===== src/rtl/clkgen_pkg.sv =====
package clkgen_pkg;

    // Phases of the divide-by-three processor clock
    typedef enum logic [1:0] {
        PH_HIGH  = 2'd0,
        PH_LOW_A = 2'd1,
        PH_LOW_B = 2'd2
    } div_phase_e;

    // States of the reset sequencer
    typedef enum logic [1:0] {
        RS_ASSERT = 2'd0,
        RS_HOLD   = 2'd1,
        RS_RUN    = 2'd2
    } rst_state_e;

endpackage


===== src/rtl/clkgen_div3.sv =====
module clkgen_div3
    import clkgen_pkg::*;
(
    input  logic osc_i,
    input  logic por_n_i,
    output logic clk_o,
    output logic rise_stb_o,
    output logic fall_stb_o
);

    div_phase_e phase_q;
    div_phase_e phase_nxt;
    logic       clk_q;

    always_comb begin
        unique case (phase_q)
            PH_HIGH:  phase_nxt = PH_LOW_A;
            PH_LOW_A: phase_nxt = PH_LOW_B;
            PH_LOW_B: phase_nxt = PH_HIGH;
            default:  phase_nxt = PH_HIGH;
        endcase
    end

    // State register
    always_ff @(posedge osc_i or negedge por_n_i) begin
        if (!por_n_i) begin
            phase_q <= PH_LOW_B;
        end else begin
            phase_q <= phase_nxt;
        end
    end

    // Registered clock output, high only during PH_HIGH
    always_ff @(posedge osc_i or negedge por_n_i) begin
        if (!por_n_i) begin
            clk_q <= 1'b0;
        end else begin
            clk_q <= (phase_nxt == PH_HIGH);
        end
    end

    // Strobes mark the oscillator edge at which CLK will rise or fall
    assign rise_stb_o = (phase_q == PH_LOW_B);
    assign fall_stb_o = (phase_q == PH_HIGH);
    assign clk_o      = clk_q;

endmodule


===== src/rtl/clkgen_pclk.sv =====
module clkgen_pclk (
    input  logic osc_i,
    input  logic por_n_i,
    input  logic rise_stb_i,
    output logic pclk_o
);

    logic pclk_q;

    always_ff @(posedge osc_i or negedge por_n_i) begin
        if (!por_n_i) begin
            pclk_q <= 1'b0;
        end else if (rise_stb_i) begin
            pclk_q <= ~pclk_q;
        end
    end

    assign pclk_o = pclk_q;

endmodule


===== src/rtl/clkgen_rdy_sync.sv =====
module clkgen_rdy_sync (
    input  logic osc_i,
    input  logic por_n_i,
    input  logic rdy_req_i,
    input  logic rise_stb_i,
    input  logic fall_stb_i,
    output logic ready_o
);

    logic stage_a_q;
    logic stage_b_q;

    // First stage captures the request with the CLK rising edge
    always_ff @(posedge osc_i or negedge por_n_i) begin
        if (!por_n_i) begin
            stage_a_q <= 1'b0;
        end else if (rise_stb_i) begin
            stage_a_q <= rdy_req_i;
        end
    end

    // Second stage presents it at the following CLK falling edge
    always_ff @(posedge osc_i or negedge por_n_i) begin
        if (!por_n_i) begin
            stage_b_q <= 1'b0;
        end else if (fall_stb_i) begin
            stage_b_q <= stage_a_q;
        end
    end

    assign ready_o = stage_b_q;

endmodule


===== src/rtl/clkgen_rst_sync.sv =====
module clkgen_rst_sync
    import clkgen_pkg::*;
#(
    parameter int SYNC_STAGES = 2,
    parameter int HOLD_CYCLES = 4
) (
    input  logic osc_i,
    input  logic por_n_i,
    input  logic rst_req_n_i,
    input  logic fall_stb_i,
    output logic reset_o
);

    localparam int CNT_W = $clog2(HOLD_CYCLES + 1);
    localparam logic [CNT_W-1:0] CNT_LAST = CNT_W'(HOLD_CYCLES - 1);

    logic [SYNC_STAGES-1:0] chain_q;
    logic                   req_s;
    rst_state_e             state_q;
    rst_state_e             state_nxt;
    logic [CNT_W-1:0]       cnt_q;
    logic [CNT_W-1:0]       cnt_nxt;
    logic                   reset_q;

    // Synchronizer chain: one flop per stage, all starting at "request active"
    generate
        for (genvar g = 0; g < SYNC_STAGES; g++) begin : g_sync
            always_ff @(posedge osc_i or negedge por_n_i) begin
                if (!por_n_i) begin
                    chain_q[g] <= 1'b1;
                end else if (g == 0) begin
                    chain_q[g] <= ~rst_req_n_i;
                end else begin
                    chain_q[g] <= chain_q[(g == 0) ? 0 : g - 1];
                end
            end
        end
    endgenerate

    assign req_s = chain_q[SYNC_STAGES-1];

    always_comb begin
        state_nxt = state_q;
        cnt_nxt   = cnt_q;
        unique case (state_q)
            RS_ASSERT: begin
                cnt_nxt = '0;
                if (!req_s) begin
                    state_nxt = RS_HOLD;
                end
            end
            RS_HOLD: begin
                if (req_s) begin
                    state_nxt = RS_ASSERT;
                    cnt_nxt   = '0;
                end else if (cnt_q == CNT_LAST) begin
                    state_nxt = RS_RUN;
                end else begin
                    cnt_nxt = cnt_q + 1'b1;
                end
            end
            RS_RUN: begin
                cnt_nxt = '0;
                if (req_s) begin
                    state_nxt = RS_ASSERT;
                end
            end
            default: begin
                state_nxt = RS_ASSERT;
                cnt_nxt   = '0;
            end
        endcase
    end

    // State register, advanced only at CLK falling edges
    always_ff @(posedge osc_i or negedge por_n_i) begin
        if (!por_n_i) begin
            state_q <= RS_ASSERT;
            cnt_q   <= '0;
        end else if (fall_stb_i) begin
            state_q <= state_nxt;
            cnt_q   <= cnt_nxt;
        end
    end

    // Registered RESET output, updated with the state
    always_ff @(posedge osc_i or negedge por_n_i) begin
        if (!por_n_i) begin
            reset_q <= 1'b1;
        end else if (fall_stb_i) begin
            reset_q <= (state_nxt != RS_RUN);
        end
    end

    assign reset_o = reset_q;

endmodule


===== src/rtl/clk_sync_gen.sv =====
module clk_sync_gen #(
    parameter int RST_SYNC_STAGES = 2,
    parameter int RST_HOLD_CYCLES = 4
) (
    input  logic osc_i,
    input  logic por_n_i,
    input  logic rst_req_n_i,
    input  logic rdy_req_i,
    output logic clk_o,
    output logic pclk_o,
    output logic ready_o,
    output logic reset_o
);

    logic rise_stb;
    logic fall_stb;

    clkgen_div3 u_div (
        .osc_i      (osc_i),
        .por_n_i    (por_n_i),
        .clk_o      (clk_o),
        .rise_stb_o (rise_stb),
        .fall_stb_o (fall_stb)
    );

    clkgen_pclk u_pclk (
        .osc_i      (osc_i),
        .por_n_i    (por_n_i),
        .rise_stb_i (rise_stb),
        .pclk_o     (pclk_o)
    );

    clkgen_rdy_sync u_rdy (
        .osc_i      (osc_i),
        .por_n_i    (por_n_i),
        .rdy_req_i  (rdy_req_i),
        .rise_stb_i (rise_stb),
        .fall_stb_i (fall_stb),
        .ready_o    (ready_o)
    );

    clkgen_rst_sync #(
        .SYNC_STAGES (RST_SYNC_STAGES),
        .HOLD_CYCLES (RST_HOLD_CYCLES)
    ) u_rst (
        .osc_i       (osc_i),
        .por_n_i     (por_n_i),
        .rst_req_n_i (rst_req_n_i),
        .fall_stb_i  (fall_stb),
        .reset_o     (reset_o)
    );

endmodule


===== config.mk =====
export PLATFORM = sky130hd
export DESIGN_NAME = clk_sync_gen
export DESIGN_NICKNAME = d
export VERILOG_FILES = /design/src/rtl/clkgen_pkg.sv /design/src/rtl/clkgen_div3.sv /design/src/rtl/clkgen_pclk.sv /design/src/rtl/clkgen_rdy_sync.sv /design/src/rtl/clkgen_rst_sync.sv /design/src/rtl/clk_sync_gen.sv
export SDC_FILE = /design/constraint.sdc
export NUM_CORES = 1
export LEC_CHECK = 0
export CAP_MARGIN = 10
export CORE_AREA = 2 2 39 41
export CTS_CLUSTER_DIAMETER = 50
export CTS_CLUSTER_SIZE = 16
export DETAILED_ROUTE_END_ITERATION = 12
export DIE_AREA = 0 0 41 43
export GPL_ROUTABILITY_DRIVEN = 1
export GPL_TIMING_DRIVEN = 0
export PLACE_DENSITY = 0.65
export RECOVER_POWER = 50
export SYNTH_ARGS = -nofsm -noshare
export SYNTH_HDL_FRONTEND = slang
export SYNTH_SLANG_ARGS = --single-unit

===== constraint.sdc =====
create_clock -name osc_i -period 1.7 [get_ports osc_i]
set_input_delay 0.255 -clock osc_i [delete_from_list [all_inputs] [get_ports osc_i]]
set_output_delay 0.255 -clock osc_i [all_outputs]
set_load 0.05 [all_outputs]

# Word level (Yosys, flattened, before mapping)
# Cells that the tools add are included.
# word_totals
regBits,14
latch_bits,0
mem_bits_rw,0
romBits,0
in_bits,4
output_inout_bits,4
wordCells,33
mem_count,0
# classes
addsub,1
multipliers,0
div,0
magnitude_cmp,0
eq_ne,7
shifts,0
muxes,9
bitwise,2
reduce_logical,4
# op_table
cell,count
two-way mux 3 bit,3
two-way mux 2 bit,4
zero test 2 bit,3
one-hot mux 2 bit (3 select lines),1
"equality test 2 x 1 -> 1 bit, second input constant",2
"equality test 2 bit, second input constant",2
one-hot mux 2 bit (2 select lines),1
"adder 3 x 1 -> 3 bit, second input constant",1
"equality test 3 x 2 -> 1 bit, second input constant",1
"!= test 3 x 2 -> 1 bit, second input constant",1
"!= test 2 bit, second input constant",1
NOT 1 bit,2
AND reduction 2 bit,1

# Depth between registers and ports, before layout
# logic_depth
depth_word,5
mapped_depth,5
mapped_depth_nobuf,5

# Modules after synthesis
# Synthesis repeated with hierarchy kept, for this count alone.
# hier_totals
cells_unflattened,44
hier_area_um2,563.0
# by_module_without_submodules
module,n_inst,cells_each,area_each_um2
clkgen_rst_sync,1,31,354.1
clkgen_div3,1,7,98.8
clkgen_rdy_sync,1,4,76.3
clkgen_pclk,1,2,33.8

# Worst setup path after synthesis
# OpenSTA, ideal clock, no wires.
# synth_timing
path_kind,reg-to-reg
startpoint,register u_rst.cnt_q[0]
endpoint,register u_rst.cnt_q[0]
setup_ns,0.083
arrival_ns,1.222
slack_ns,0.396
stages_incl_launch_ff,6
n_path_buf,0
path_cell_list,dfrtp_1 ha_1 ha_1 nor4_1 a21oi_1 o21ai_0
# synth_between
elab_chain_len,4
word_cells_on_any_way,7
classes_between,add/sub (1); eq/ne (2); mux (3); reduce/logical (1)
# synth_rtl
item,line_no,text
"start, declared",clkgen_rst_sync.sv:21,logic [CNT_W-1:0] cnt_q;
"start signal, assigned",clkgen_rst_sync.sv:82,cnt_q <= cnt_nxt;
adder 3 x 1 -> 3 bit,clkgen_rst_sync.sv:59,cnt_nxt = cnt_q + 1'b1;
two-way mux 3 bit,clkgen_rst_sync.sv:56,end else if (cnt_q == CNT_LAST) begin
two-way mux 3 bit,clkgen_rst_sync.sv:53,if (req_s) begin
two-way mux 3 bit,clkgen_rst_sync.sv:45,unique case (state_q)
# Several ways; a longest one is shown, not always the timed one. The select of a mux whose other input is x is not followed.
# A chain may end at the register's enable or synchronous reset.

# Worst setup path in the final report
# layout_timing
startpoint,"register u_div.clk_q, in the netlist u_div.clk_o"
endpoint,output port clk_o
# layout_rtl
item,line_no,text
"start, declared",clkgen_div3.sv:13,logic clk_q;
"start signal, assigned",clkgen_div3.sv:38,clk_q <= (phase_nxt == PH_HIGH);
"end, declared",clk_sync_gen.sv:9,"output logic clk_o,"
# No word-level cell between the ends.

==> results.md <==
* Status: finished, final reports clean
* Chip Width at 41 um
* WS Path Type: reg -> out
* Critical Path AT at 1.40 ns
* Clock power frac at 33.2%
* Worst setup SP type: register
* Final Hold Viols at 0
* Clock sink count at 14
* Final #Nets at 65
* Synth cell types at 21
* Post-synth top area cell: dfrtp_1
* H-tree Lvls at 1
* Largest net degree at the start of global routing at 15
* Chip height at 43 um
* Fill count at 124
* TritonCTS clock tree: yes
* Fin. max-slew vios at 0
* Worst path max stage delay at 0.79 ns
* Post-place instance area at 674.4 um^2
* Leakage at 0.3007 nW
* Area occupied by multi-input gates at 214.0 um^2
* Initial antenna violation count at 0
* Fin crit period at 1.650 ns
* PD cells at 815.6 mW/mm^2
* Clock transition at the registers of the reported paths at 0.08 ns
* Tcrit/Tclk final at 97.07%
* Compound-Gate Fraction of Synth Area at 10.92%
* Met3 WL at 36 um
* Clock skew at 0.004583 ns
* Seq pwr share at 61.3%
* Routed vias at 376
* Fmax at 606.0 MHz
* WP data required at 1.44 ns
* Hold slack at 0.3588 ns
* Mux share of post-synthesis cell area at 6.852%
* Internal at 0.4485 mW
* # DRC at 0
* Initial Util at 42.22%
* Hold Path Sink: u_rst.req_s$_DFF_PN1_
* NetSw at 0.1229 mW
* Dominant combinational cell family by area after synthesis: simple AND/OR/NAND/NOR gates
* Hold-critical path depth at 0
* Maximum vdd ir drop at 0.0004564 V
* HP Class: reg -> reg
* Worst-margin pin slew at 0.5908 ns
* Post-synthesis cell area at 584.3 um^2
* Post-route insts no fill at 74
* Cells after synthesis at 47
* Die area at 0.001763 mm^2
* Number of synthesized register bits at 14
* Final setup fails at 0
* Comb pwr share at 5.5%
* Antenna cells at 0
* Max clock buf depth at 2
* Simple-gate portion of the synthesized area at 13.06%
* Clk_lat worst skew at 0.27 ns
* DR top layer: met4
* Slew headroom at 60.48%
* Pre-antenna DRT Iters at 4
* Critical path buffer and inverter count at 1
* Commonest cells after routing, fill and taps aside: dfrtp_1 (10), o21ai_0 (4), nand2_1 (4)
* Switching Share at 21.51%
* CP cell instances: clkdlybuf4s50_1
* Initial drt markers at 4
* Routed wl met2 at 389 um
* Tot GR Track Use at 12.69%
* Reg area at 355.3 um^2
* Ys Warns at 0
* Sequential element share of the synthesized area at 60.81%
* IO buf count at 7
* Post-route ant nets at 0
* CP Max Fanout at 1
* Dpl cells at 70
* Final HPWL DP at 632.1 um
* Syn_nets at 53
* Final wirelength at 870 um
* Core ar. at 0.001384 mm^2
* Max Cap Viol at 0
* Design area at 700.7 um^2
* Layout cell share with drive strength beyond 1 at 18.97%
* CTS buffer count at 3
* Syn_area_per_cell at 12.43 um^2
* Ranking of synthesized cells by area: dfrtp_1 (43%), dfstp_2 (18%), mux2_4 (5.1%), o2bb2ai_1 (4.5%), ha_1 (4.3%)
* Hold Crit Start: u_rst.chain_q[0]$_DFF_PN1_
* Synth top area share at 42.83%
* R2R depth at 5
* Synthesis-to-finish area growth at 19.91%
* Grt total ovfl at 0
* Adder-Cell Fraction of Synth Area at 4.283%
* Rows at 14
* Ports at 8
* Reg2reg start: u_rst.cnt_q[0]$_DFFE_PN0P_
* Vias in the first global route at 336
* Setup_tns at 0 ns
* Reg-to-Reg End: u_rst.cnt_q[0]$_DFFE_PN0P_
* Routed wire per std cell at 11.76 um
* CTS Root Buffer Type: clkbuf_4
* Crit. End Element: output port
* CP delay by family, top: buffers and inverters
* Synth Area in XOR/XNOR at 1.499%
* Via-to-Cell Ratio at 5.081
* Most common cell after layout, fill and taps aside: dfrtp_1
* First-pass GRT wire length at 1.469 mm
* Gpl congestion at 0.7322
* Reg2Reg Setup Slack at 0.28 ns
* Unrepaired setup endpoints after global routing: false
* Setup Fix Bufs, Post-CTS at 0
* CP max-delay cell: clkdlybuf4s50_1
* Wire length on met1 at 427 um
metrics by stage:
step | setup slack, ns | power [mW] | util, %
2_1_floorplan | 0.3959 | 0.3711 | -
3_3_place_gp | 0.1415 | 0.3892 | 48.73
3_5_place_dp | 0.1440 | 0.3900 | 48.73
4_1_cts | 0.003686 | 0.5819 | 50.45
5_1_grt | 0.01823 | 0.5999 | 50.63
6_report | 0.04985 | 0.5715 | 50.63
worst register-to-register path, cell delays in order (launching register included):
cell	delay [ns]
dfrtp_1	0.42
ha_1	0.21
ha_1	0.23
nor4_1	0.29
a21oi_1	0.06
o21ai_0	0.14
metal layers:
metal | up-vias | track usage [%]
met5 | - | 0
met4 | 0 | 8.000
met3 | 2 | 3.141
met2 | 9 | 16.25
met1 | 179 | 18.49
li1 | 186 | -
cells by family (layout without fill, tap and decap cells):
group | Yosys count | in the layout
DFF | 14 | 14
buffers and inverters | 4 | 15
adders and majority gates | 2 | 2
and+or+nand+nor | 13 | 13
AOI/OAI and AO/OA | 10 | 10
xor gates and xnor gates | 1 | 1
muxes | 3 | 3
layout make-up:
type	count	area share (%)
Multi-Input combinational cell	29	30.54
Tap cell	16	2.857
Buffer	1	0.5357
Timing Repair Buffer	7	10.00
Clock buffer	4	3.750
Sequential cell	14	50.71
Inverter	3	1.607
state kept, by name, summed over array words and instances, names as in the netlist:
register / cells
u_rst.cnt_q: 3
u_div.phase_q: 2
u_rst.state_q: 2
u_div.clk_o: 1
u_pclk.pclk_o: 1
u_rdy.ready_o: 1
u_rdy.stage_a_q: 1
u_rst.chain_q: 1
u_rst.req_s: 1
u_rst.reset_o: 1
repair_timing:
item / 4_1_cts / 5_1_grt
setup endpoints to repair: 2 / 1
resized for setup: 2 / 1
hold buffers: 0 / 0
endpoints found under the hold margin: 0 / 0
Yosys cell counts:
| cell type | number |
|---|---|
| clkbuf_1 | 1 |
| nand2b_2 | 1 |
| a21oi_1 | 2 |
| nor4_1 | 1 |
| o2bb2ai_1 | 3 |
| nor2_1 | 2 |
| nor2_4 | 1 |
| o21ai_0 | 4 |
| mux2i_1 | 1 |
| nor3_1 | 1 |
| mux2_4 | 2 |
| nand2_1 | 4 |
| nand3_1 | 1 |
| dfstp_2 | 4 |
| nand4b_1 | 1 |
| inv_1 | 3 |
| xnor2_1 | 1 |
| ha_1 | 2 |
| o31ai_1 | 1 |
| and2b_2 | 1 |
| dfrtp_1 | 10 |
power groups by stage:
stage	Combinational (mW)	Sequential, mW	Clock [mW]
5_1_grt	0.0358	0.352	0.212
4_1_cts	0.0334	0.351	0.198
3_5_place_dp	0.0331	0.357	0
2_1_floorplan	0.0111	0.360	0
3_3_place_gp	0.0325	0.357	0
6_report	0.0312	0.351	0.190
worst max path at each step:
stage                          startpoint                          to  slack [ns]  depth (start not counted)
2_1_floorplan  u_rst.cnt_q[0]$_DFFE_PN0P_  u_rst.cnt_q[0]$_DFFE_PN0P_        0.40                          5
3_3_place_gp    u_rst.reset_o$_DFFE_PN1P_                     reset_o        0.14                          1
3_5_place_dp    u_rst.reset_o$_DFFE_PN1P_                     reset_o        0.14                          1
4_1_cts         u_rdy.ready_o$_DFFE_PN0P_                     ready_o       0.004                          1
5_1_grt             u_div.clk_o$_DFF_PN0_                       clk_o        0.02                          1
6_report            u_div.clk_o$_DFF_PN0_                       clk_o        0.05                          1
Power figures use the tool's default switching activity.
